==> config.mk <==
export PLATFORM = sky130hd
export DESIGN_NAME = usec_timebase
export DESIGN_NICKNAME = d
export VERILOG_FILES = /design/src/rtl/utb_pkg.sv /design/src/rtl/utb_frac_accum.sv /design/src/rtl/utb_us_counter.sv /design/src/rtl/utb_regs.sv /design/src/rtl/usec_timebase.sv
export SDC_FILE = /design/constraint.sdc
export NUM_CORES = 1
export LEC_CHECK = 0
export BUFFER_PORTS_ARGS = -buffer_cell sky130_fd_sc_hd__buf_4
export CAP_MARGIN = 30
export CORE_MARGIN = 8
export CORE_UTILIZATION = 45
export CTS_BUF_LIST = sky130_fd_sc_hd__clkbuf_8
export CTS_CLUSTER_DIAMETER = 80
export DETAILED_ROUTE_END_ITERATION = 8
export PLACE_DENSITY = 0.69
export SLEW_MARGIN = 20
export SYNTH_ARGS = -nofsm -noshare
export SYNTH_HDL_FRONTEND = slang
export SYNTH_HIERARCHICAL = 1
export SYNTH_SLANG_ARGS = --single-unit
==> constraint.sdc <==
create_clock -name clk -period 5.9 [get_ports clk]
set_input_delay 0.295 -clock clk [delete_from_list [all_inputs] [get_ports clk]]
set_output_delay 0.295 -clock clk [all_outputs]
set_load 0.02 [all_outputs]
==> src/rtl/utb_pkg.sv <==
package utb_pkg;
  localparam int unsigned ADDR_W   = 8;
  localparam int unsigned DATA_W   = 32;
  localparam int unsigned FRAC_W   = 8;
  localparam int unsigned CFG_W    = 2 * FRAC_W;
  localparam logic [ADDR_W-1:0] OFS_COUNT = 8'h10;
  localparam logic [ADDR_W-1:0] OFS_RATIO = 8'h14;
  localparam logic [ADDR_W-1:0] OFS_HOLD  = 8'h4C;
  localparam logic [CFG_W-1:0]  RATIO_RST = 16'h000B;
endpackage

==> src/rtl/utb_frac_accum.sv <==
module utb_frac_accum #(
  parameter int unsigned FRAC_W = 8
) (
  input  logic              clk,
  input  logic              rst_n,
  input  logic              run,
  input  logic [FRAC_W-1:0] num_m1,
  input  logic [FRAC_W-1:0] den_m1,
  output logic              fire,
  output logic              tick_q
);
  localparam int unsigned AW = FRAC_W + 1;
  localparam int unsigned SW = FRAC_W + 2;

  logic [AW-1:0] acc_q, acc_d;
  logic [SW-1:0] num, den, sum, rem;

  always_comb begin
    num  = SW'(num_m1) + SW'(1);
    den  = SW'(den_m1) + SW'(1);
    sum  = SW'(acc_q) + num;
    fire = run && (sum >= den);
    rem  = sum - den;
    if (sum >= den) acc_d = (rem >= den) ? '0 : AW'(rem);
    else            acc_d = AW'(sum);
  end

  always_ff @(posedge clk) begin
    if (!rst_n) begin
      acc_q  <= '0;
      tick_q <= 1'b0;
    end else begin
      tick_q <= fire;
      if (run) acc_q <= acc_d;
    end
  end
endmodule

==> src/rtl/utb_us_counter.sv <==
module utb_us_counter #(
  parameter int unsigned CNT_W = 32
) (
  input  logic             clk,
  input  logic             rst_n,
  input  logic             step,
  input  logic             load,
  input  logic [CNT_W-1:0] load_val,
  output logic [CNT_W-1:0] count
);
  always_ff @(posedge clk) begin
    if (!rst_n)    count <= '0;
    else if (load) count <= load_val;
    else if (step) count <= count + CNT_W'(1);
  end
endmodule

==> src/rtl/utb_regs.sv <==
module utb_regs
  import utb_pkg::*;
(
  input  logic              clk,
  input  logic              rst_n,
  input  logic              req_valid,
  output logic              req_ready,
  input  logic              req_write,
  input  logic [ADDR_W-1:0] req_addr,
  input  logic [DATA_W-1:0] req_wdata,
  output logic              rsp_valid,
  input  logic              rsp_ready,
  output logic [DATA_W-1:0] rsp_rdata,
  input  logic [DATA_W-1:0] count,
  output logic [CFG_W-1:0]  ratio,
  output logic              hold,
  output logic              count_load
);
  logic              take;
  logic [DATA_W-1:0] rd_mux;

  assign req_ready  = !rsp_valid || rsp_ready;
  assign take       = req_valid && req_ready;
  assign count_load = take && req_write && (req_addr == OFS_COUNT);

  always_comb begin
    unique case (req_addr)
      OFS_COUNT: rd_mux = count;
      OFS_RATIO: rd_mux = DATA_W'(ratio);
      OFS_HOLD:  rd_mux = DATA_W'(hold);
      default:   rd_mux = '0;
    endcase
  end

  always_ff @(posedge clk) begin
    if (!rst_n) begin
      ratio     <= RATIO_RST;
      hold      <= 1'b0;
      rsp_valid <= 1'b0;
      rsp_rdata <= '0;
    end else begin
      if (take && req_write) begin
        if (req_addr == OFS_RATIO) ratio <= req_wdata[CFG_W-1:0];
        if (req_addr == OFS_HOLD)  hold  <= req_wdata[0];
      end
      if (take && !req_write) begin
        rsp_valid <= 1'b1;
        rsp_rdata <= rd_mux;
      end else if (rsp_ready) begin
        rsp_valid <= 1'b0;
      end
    end
  end
endmodule

==> src/rtl/usec_timebase.sv <==
module usec_timebase
  import utb_pkg::*;
(
  input  logic              clk,
  input  logic              rst_n,
  input  logic              req_valid,
  output logic              req_ready,
  input  logic              req_write,
  input  logic [ADDR_W-1:0] req_addr,
  input  logic [DATA_W-1:0] req_wdata,
  output logic              rsp_valid,
  input  logic              rsp_ready,
  output logic [DATA_W-1:0] rsp_rdata,
  output logic              tick_1us
);
  logic [DATA_W-1:0] cnt_w;
  logic [CFG_W-1:0]  cfg_w;
  logic              frz_w;
  logic              ld_w;
  logic              fire_w;

  utb_regs u_regs (
    .clk(clk), .rst_n(rst_n),
    .req_valid(req_valid), .req_ready(req_ready), .req_write(req_write),
    .req_addr(req_addr), .req_wdata(req_wdata),
    .rsp_valid(rsp_valid), .rsp_ready(rsp_ready), .rsp_rdata(rsp_rdata),
    .count(cnt_w), .ratio(cfg_w), .hold(frz_w), .count_load(ld_w)
  );

  utb_frac_accum #(.FRAC_W(FRAC_W)) u_acc (
    .clk(clk), .rst_n(rst_n), .run(!frz_w),
    .num_m1(cfg_w[CFG_W-1:FRAC_W]), .den_m1(cfg_w[FRAC_W-1:0]),
    .fire(fire_w), .tick_q(tick_1us)
  );

  utb_us_counter #(.CNT_W(DATA_W)) u_cnt (
    .clk(clk), .rst_n(rst_n), .step(fire_w),
    .load(ld_w), .load_val(req_wdata), .count(cnt_w)
  );
endmodule

Word level (Yosys, flattened, before mapping)
Cells that the tools add are included.
{"block": "word_totals", "ff_bits": 92, "inputBits": 45, "out_inout_bits": 35, "wordCells": 37}
{"block": "op_classes", "addsub": 5, "n_lt_le_gt_ge": 2, "n_eq_ne": 3, "mux": 7, "reduce_logical": 13}
{"op": "case mux 32 bit (3 select lines)", "count": 1}
{"op": "two-way mux 32 bit", "count": 2}
{"op": "adder 32 x 1 -> 32 bit, second input constant", "count": 1}
{"op": ">= comparator 10 bit", "count": 2}
{"op": "adder 8 x 1 -> 9 bit, second input constant", "count": 2}
{"op": "two-way mux 9 bit", "count": 2}
{"op": "equality test 8 x 5 -> 1 bit, second input constant", "count": 2}
{"op": "adder 9 x 10 -> 10 bit", "count": 1}
{"op": "subtractor 10 bit", "count": 1}
{"op": "equality test 8 x 7 -> 1 bit, second input constant", "count": 1}
{"op": "logical AND 1 bit", "count": 5}
{"op": "AND reduction 2 bit", "count": 2}
{"op": "nonzero test 2 bit", "count": 2}
{"op": "logical NOT 1 bit", "count": 3}
{"op": "two-way mux 1 bit", "count": 2}
{"op": "logical OR 1 bit", "count": 1}

Logic depth before layout (Yosys ltp)
{"block": "logic_depth", "depth_word": 6, "mapped_depth": 21, "ltp_nobuf": 21}

By module
The synthesis kept the hierarchy.
{"module": "utb_regs", "instances": 1, "cells_each": 198, "area_each_um2": 2085.8, "seq_area_each_um2": 1001.0}
{"module": "utb_us_counter", "instances": 1, "cells_each": 236, "area_each_um2": 1860.5, "seq_area_each_um2": 640.6}
{"module": "utb_frac_accum", "instances": 1, "cells_each": 218, "area_each_um2": 1755.4, "seq_area_each_um2": 200.2}
{"module": "usec_timebase", "instances": 1, "cells_each": 1, "area_each_um2": 3.8, "seq_area_each_um2": 0.0}

Worst setup path before layout
No wires, ideal clock.
{"block": "synth_path", "path_type": "reg-to-reg", "start": "register u_regs.ratio[12]", "end": "register u_acc.acc_q[6]", "setup_ns": 0.138, "arrival_time_ns": 4.750, "required_time_ns": 5.762, "path_slack_ns": 1.012, "path_stages_with_launch": 19, "path_buffers": 0, "period_less_slack_ns": 4.888, "cell_sequence": "dfxtp_1 -> ha_1 -> and2_4 -> a221o_1 -> or3_1 -> and2_1 -> ha_1 -> nand2_1 -> o21bai_1 -> a21o_1 -> a221o_1 -> or3_1 -> ha_1 -> o21ai_0 -> or4b_2 -> o2111ai_1 -> nor2_1 -> a211oi_2 -> o22ai_1"}
{"block": "synth_via", "elab_chain_len": 6, "elab_cells_between_ends": 7, "classes_between": "add/sub (3); order compare (2); mux (2)"}
{"element": "from (decl)", "line": "utb_regs.sv:15", "source": "output logic [CFG_W-1:0] ratio,"}
{"element": "from (signal assigned)", "line": "utb_regs.sv:43", "source": "if (req_addr == OFS_RATIO) ratio <= req_wdata[CFG_W-1:0];"}
{"element": "adder 8 x 1 -> 9 bit *", "line": "utb_frac_accum.sv:19", "source": "num = SW'(num_m1) + SW'(1);"}
{"element": "adder 9 x 10 -> 10 bit *", "line": "utb_frac_accum.sv:21", "source": "sum = SW'(acc_q) + num;"}
{"element": "subtractor 10 bit", "line": "utb_frac_accum.sv:23", "source": "rem = sum - den;"}
{"element": ">= comparator 10 bit", "line": "utb_frac_accum.sv:24", "source": "if (sum >= den) acc_d = (rem >= den) ? '0 : AW'(rem);"}
{"element": "two-way mux 9 bit", "line": "utb_frac_accum.sv:24"}
{"element": "two-way mux 9 bit *", "line": "utb_frac_accum.sv:24"}
{"element": "to (signal assigned)", "line": "utb_frac_accum.sv:30", "source": "acc_q <= '0;"}
{"element": "to (signal assigned)", "line": "utb_frac_accum.sv:34", "source": "if (run) acc_q <= acc_d;"}
{"element": "to (decl)", "line": "utb_frac_accum.sv:15", "source": "logic [AW-1:0] acc_q, acc_d;"}
Mark *: on every way between the ends. The rest lies on a longest branch, timed or not.
A chain may end at the register's enable or synchronous reset.

Worst setup path after layout
{"block": "layout_path", "start": "register u_regs.ratio[12]", "end": "register u_cnt.count[17]"}
{"block": "layout_via", "elab_chain_len": 5}
{"element": "adder 8 x 1 -> 9 bit", "line": "utb_frac_accum.sv:19"}
{"element": "adder 9 x 10 -> 10 bit", "line": "utb_frac_accum.sv:21"}
{"element": ">= comparator 10 bit", "line": "utb_frac_accum.sv:22", "source": "fire = run && (sum >= den);"}
{"element": "logical AND 1 bit", "line": "utb_frac_accum.sv:22"}
{"element": "via fire_w", "line": "usec_timebase.sv:20", "source": "logic fire_w;"}
{"element": "nonzero test 2 bit (no line)"}
{"element": "to (signal assigned)", "line": "utb_us_counter.sv:13", "source": "else if (load) count <= load_val;"}
{"element": "to (signal assigned)", "line": "utb_us_counter.sv:14", "source": "else if (step) count <= count + CNT_W'(1);"}
{"element": "to (decl)", "line": "utb_us_counter.sv:9", "source": "output logic [CNT_W-1:0] count"}
The timed path passes the listed nets, and every way through them passes these cells.

==> impl_metrics.prom <==
# TYPE chip_impl_metric gauge
chip_impl_info{name="outcome",value="complete, no violations"} 1
chip_impl_metric{name="ctsLongestPathBuffers",unit=""} 2
chip_impl_metric{name="power_density",unit="nW/um2"} 179
chip_impl_metric{name="grt_antenna_before_repair",unit=""} 0
chip_impl_metric{name="critical_path.max_fanout",unit=""} 15
chip_impl_metric{name="cts.repair.resized",unit=""} 0
chip_impl_metric{name="via_per_inst",unit=""} 5.98
chip_impl_metric{name="post_dp_cell_area",unit="um2"} 6410
chip_impl_metric{name="detail_route.wl_per_cell",unit="um"} 18.3
chip_impl_metric{name="die_height",unit="um"} 129
chip_impl_info{name="tritoncts",value="built"} 1
chip_impl_metric{name="synth_compound_area_frac",unit=""} 0.210
chip_impl_info{name="min-delay-path-class",value="input port to flop"} 1
chip_impl_metric{name="max_cap_violations",unit=""} 0
chip_impl_metric{name="route.antenna.remaining_nets",unit=""} 0
chip_impl_metric{name="floorplan.rows",unit=""} 41
chip_impl_metric{name="total_leakage_power",unit="nW"} 2.60
chip_impl_metric{name="post_cts.repair.setup_buffers",unit=""} 0
chip_impl_info{name="grt_setup_unrepaired",value="false"} 1
chip_impl_info{name="ys.flop_type",value="sky130_fd_sc_hd__dfxtp_1"} 1
chip_impl_info{name="r2r_start",value="u_regs/ratio[12]"} 1
chip_impl_metric{name="gr-usage-all-layers",unit=""} 0.195
chip_impl_info{name="critical_path.startpoint_type",value="flop"} 1
chip_impl_metric{name="die_w",unit="um"} 129
chip_impl_metric{name="post-route-min-period",unit="ns"} 5.51
chip_impl_metric{name="synth.yosys.warnings",unit=""} 6
chip_impl_metric{name="grt_pass1_vias",unit=""} 5076
chip_impl_metric{name="initial_utilization",unit=""} 0.456
chip_impl_metric{name="hold_viol",unit=""} 0
chip_impl_metric{name="synth_fp_nets",unit=""} 728
chip_impl_metric{name="area_inside_the_core_boundary",unit="um2"} 12500
chip_impl_metric{name="port_buffers",unit=""} 79
chip_impl_metric{name="highest_ir_drop_seen_on_vdd",unit="mV"} 0.107
chip_impl_metric{name="ys_seq_area_frac",unit=""} 0.323
chip_impl_metric{name="yosys.area_share.adder",unit=""} 0.0684
chip_impl_metric{name="place_hpwl",unit="um"} 12100
chip_impl_info{name="netlist_top_cells_area",value="sky130_fd_sc_hd__dfxtp_1 (32%), sky130_fd_sc_hd__mux2i_1 (6.3%), sky130_fd_sc_hd__ha_1 (6.1%)"} 1
chip_impl_metric{name="drive_above_1_share",unit=""} 0.161
chip_impl_metric{name="dr.pass1.iters",unit=""} 5
chip_impl_metric{name="post_synth_edffs",unit=""} 0
chip_impl_metric{name="post_synth_xor_area_fraction",unit=""} 0.0463
chip_impl_metric{name="synthToLayoutAreaGrowth",unit="%"} 16.1
chip_impl_metric{name="post-route-period-util",unit=""} 0.934
chip_impl_metric{name="clock-sinks",unit=""} 92
chip_impl_metric{name="grt_max_degree",unit=""} 69
chip_impl_info{name="worst-setup-path-type",value="flop to flop"} 1
chip_impl_info{name="root_buffer",value="sky130_fd_sc_hd__clkbuf_8"} 1
chip_impl_metric{name="worstPathRequired",unit="ns"} 6.19
chip_impl_metric{name="vias",unit=""} 5327
chip_impl_metric{name="synth_simple_gate_area_share",unit=""} 0.246
chip_impl_metric{name="synth_mux_area_frac",unit=""} 0.0651
chip_impl_metric{name="worst_max_slew_pin_slew",unit="ns"} 0.942
chip_impl_info{name="layout_common_cells",value="sky130_fd_sc_hd__dfxtp_1 (92), sky130_fd_sc_hd__buf_4 (83), sky130_fd_sc_hd__nor2_1 (48)"} 1
chip_impl_metric{name="design_power_total",unit="mW"} 1.18
chip_impl_metric{name="ios",unit=""} 80
chip_impl_info{name="layout.cells.most_common",value="sky130_fd_sc_hd__dfxtp_1"} 1
chip_impl_metric{name="netlist_area",unit="um2"} 5710
chip_impl_metric{name="critPathArrivalTime",unit="ns"} 5.81
chip_impl_info{name="endpoint_kind",value="flop"} 1
chip_impl_metric{name="routed_wl",unit="um"} 16300
chip_impl_metric{name="synth.avg_cell_area",unit="um2"} 8.74
chip_impl_metric{name="synth_instances",unit=""} 653
chip_impl_metric{name="clock_latency",unit="ns"} 0.37
chip_impl_info{name="synth_top_cell_by_area",value="sky130_fd_sc_hd__dfxtp_1"} 1
chip_impl_metric{name="max_clock_freq",unit="MHz"} 181
chip_impl_metric{name="seq_area",unit="um2"} 1840
chip_impl_info{name="synth_top_family_by_area",value="simple AND/OR/NAND/NOR gates"} 1
chip_impl_metric{name="multi_input_area",unit="um2"} 3650
chip_impl_metric{name="synth.lib_cells_used.distinct",unit=""} 75
chip_impl_metric{name="fin_setup_tns",unit="ns"} 0
chip_impl_metric{name="path_clk_slew",unit="ns"} 0.09
chip_impl_metric{name="layout.nets",unit=""} 789
chip_impl_metric{name="headroom_to_the_max_slew_limit",unit=""} 0.368
chip_impl_metric{name="grt_pass1_wl",unit="um"} 26100
chip_impl_metric{name="design.die.area",unit="um2"} 16500
chip_impl_metric{name="h-tree-depth",unit=""} 3
chip_impl_metric{name="cts-buffers-inserted",unit=""} 9
chip_impl_metric{name="final.setup_skew",unit="ns"} 0.0114
chip_impl_info{name="timing.hold.worst.start",value="req_wdata[3]"} 1
chip_impl_metric{name="drt_iter0_markers",unit=""} 415
chip_impl_metric{name="postSynthRegisterBits",unit=""} 92
chip_impl_metric{name="final-max-slew-violation-count",unit=""} 0
chip_impl_metric{name="fillers",unit=""} 1198
chip_impl_metric{name="drcViolationCount",unit=""} 0
chip_impl_metric{name="setup_viol",unit=""} 0
chip_impl_metric{name="antenna_cells",unit=""} 0
chip_impl_metric{name="globalRouteOverflowTotal",unit=""} 0
chip_impl_metric{name="finalWeightedCongestion",unit=""} 0.857
chip_impl_metric{name="layout.cell_area.non_filler",unit="um2"} 6630
chip_impl_metric{name="async_set_or_reset_register_ratio_after_synthesis",unit=""} 0
chip_impl_info{name="critPathLaunch",value="u_regs/ratio[12]"} 1
chip_impl_metric{name="synth.top_cell.area_share",unit=""} 0.323
chip_impl_metric{name="cts-hold-fix-buffers",unit=""} 0
[power by group]
group / internal, mW / switching, mW / leakage [nW]
Sequential: 0.623 / 0.00259 / 0.742
Combinational: 0.0455 / 0.0574 / 1.74
Clock: 0.229 / 0.226 / 0.114
Total: 0.898 / 0.286 / 2.60
[layer usage]
layer  up-vias  wire length (um)  track usage
met5         -                 0            0
met4         0               201       0.0567
met1      2537              7380        0.256
met3        21              1080       0.0348
met2       189              7600        0.322
li1       2580                 -            -
[cells by family after synthesis]
family,Yosys count
adders and majority gates,30
buffers and inverters,56
and+or+nand+nor,247
AOI/OAI and AO/OA,164
xor gates and xnor gates,27
DFF,92
muxes,37
[Yosys cell counts (4+ instances only)]
master                      count
sky130_fd_sc_hd__and4_1         5
sky130_fd_sc_hd__a211oi_1       8
sky130_fd_sc_hd__dfxtp_1       92
sky130_fd_sc_hd__and3_1        13
sky130_fd_sc_hd__nand2b_1       4
sky130_fd_sc_hd__or4_1          8
sky130_fd_sc_hd__nor3b_1        5
sky130_fd_sc_hd__o31ai_1        6
sky130_fd_sc_hd__inv_1         21
sky130_fd_sc_hd__mux2i_1       36
sky130_fd_sc_hd__a22oi_1       24
sky130_fd_sc_hd__ha_1          28
sky130_fd_sc_hd__a31oi_1        9
sky130_fd_sc_hd__nor2b_1       35
sky130_fd_sc_hd__a21oi_1       18
sky130_fd_sc_hd__nor4_1         8
sky130_fd_sc_hd__or3_1          8
sky130_fd_sc_hd__nand3_1       26
sky130_fd_sc_hd__and2_1         9
sky130_fd_sc_hd__xnor2_1       15
sky130_fd_sc_hd__nand4_1       13
sky130_fd_sc_hd__clkbuf_1      24
sky130_fd_sc_hd__a311oi_1       4
sky130_fd_sc_hd__a21o_1         5
sky130_fd_sc_hd__xor2_1        10
sky130_fd_sc_hd__a2bb2oi_1     15
sky130_fd_sc_hd__nor2_1        48
sky130_fd_sc_hd__nand2_1       29
sky130_fd_sc_hd__o21a_1         4
sky130_fd_sc_hd__nor3_1        17
sky130_fd_sc_hd__o22ai_1        6
sky130_fd_sc_hd__o21ai_0       29
sky130_fd_sc_hd__buf_2          6
[state kept, by name (all words and copies together) (netlist names)]
signal / count
u_regs/rsp_rdata: 32
u_regs/hold: 1
u_regs/ratio: 16
u_regs/rsp_valid: 1
u_cnt/count: 32
u_acc/acc_q: 9
u_acc/tick_q: 1
[per-stage QoR]
step                      setup slack (ns)   util  cells  hold WS, ns
final                                0.388  0.529    891        0.175
after detailed placement             0.477  0.512    875        0.472
after CTS                            0.455  0.529    891        0.161
after global routing                0.0348  0.529    891        0.165
after floorplan                       1.01      -    653        0.423
after global placement               0.623  0.512    875        0.465
[critical path, stage by stage (launching register included)]
cell	delay [ns]
sky130_fd_sc_hd__dfxtp_1	0.34
sky130_fd_sc_hd__ha_1	0.36
sky130_fd_sc_hd__and2_4	0.17
sky130_fd_sc_hd__a221o_1	0.37
sky130_fd_sc_hd__a221o_1	0.41
sky130_fd_sc_hd__a21oi_1	0.22
sky130_fd_sc_hd__xnor2_1	0.14
sky130_fd_sc_hd__ha_1	0.39
sky130_fd_sc_hd__and2_1	0.21
sky130_fd_sc_hd__nand3_1	0.08
sky130_fd_sc_hd__o21ai_0	0.18
sky130_fd_sc_hd__and2_1	0.22
sky130_fd_sc_hd__a2111o_1	0.20
sky130_fd_sc_hd__and2_1	0.54
sky130_fd_sc_hd__nand3_2	0.22
sky130_fd_sc_hd__or4_1	0.72
sky130_fd_sc_hd__or4_1	0.45
sky130_fd_sc_hd__a31oi_1	0.18
[final timing paths]
| check | endpoint | slack, ns | depth (start not counted) |
|---|---|---|---|
| worst min-delay path | u_regs/ratio[3] | 0.17 | 3 |
| worst max-delay path | u_cnt/count[17] | 0.39 | 17 |
| worst min register to register | u_regs/rsp_rdata[0] | 0.48 | 2 |
| worst max register to register | u_cnt/count[17] | 0.39 | 17 |
[area by class of cell]
| cell class | instances | share of cell area |
|---|---|---|
| clock buffer | 12 | 0.0249 |
| clock inverter | 4 | 0.00718 |
| inverter | 23 | 0.0130 |
| multi-input combinational | 505 | 0.550 |
| sequential | 92 | 0.278 |
| tap | 172 | 0.0325 |
| timing repair buffer | 83 | 0.0941 |
No activity file was read; power rests on OpenSTA's default activity.
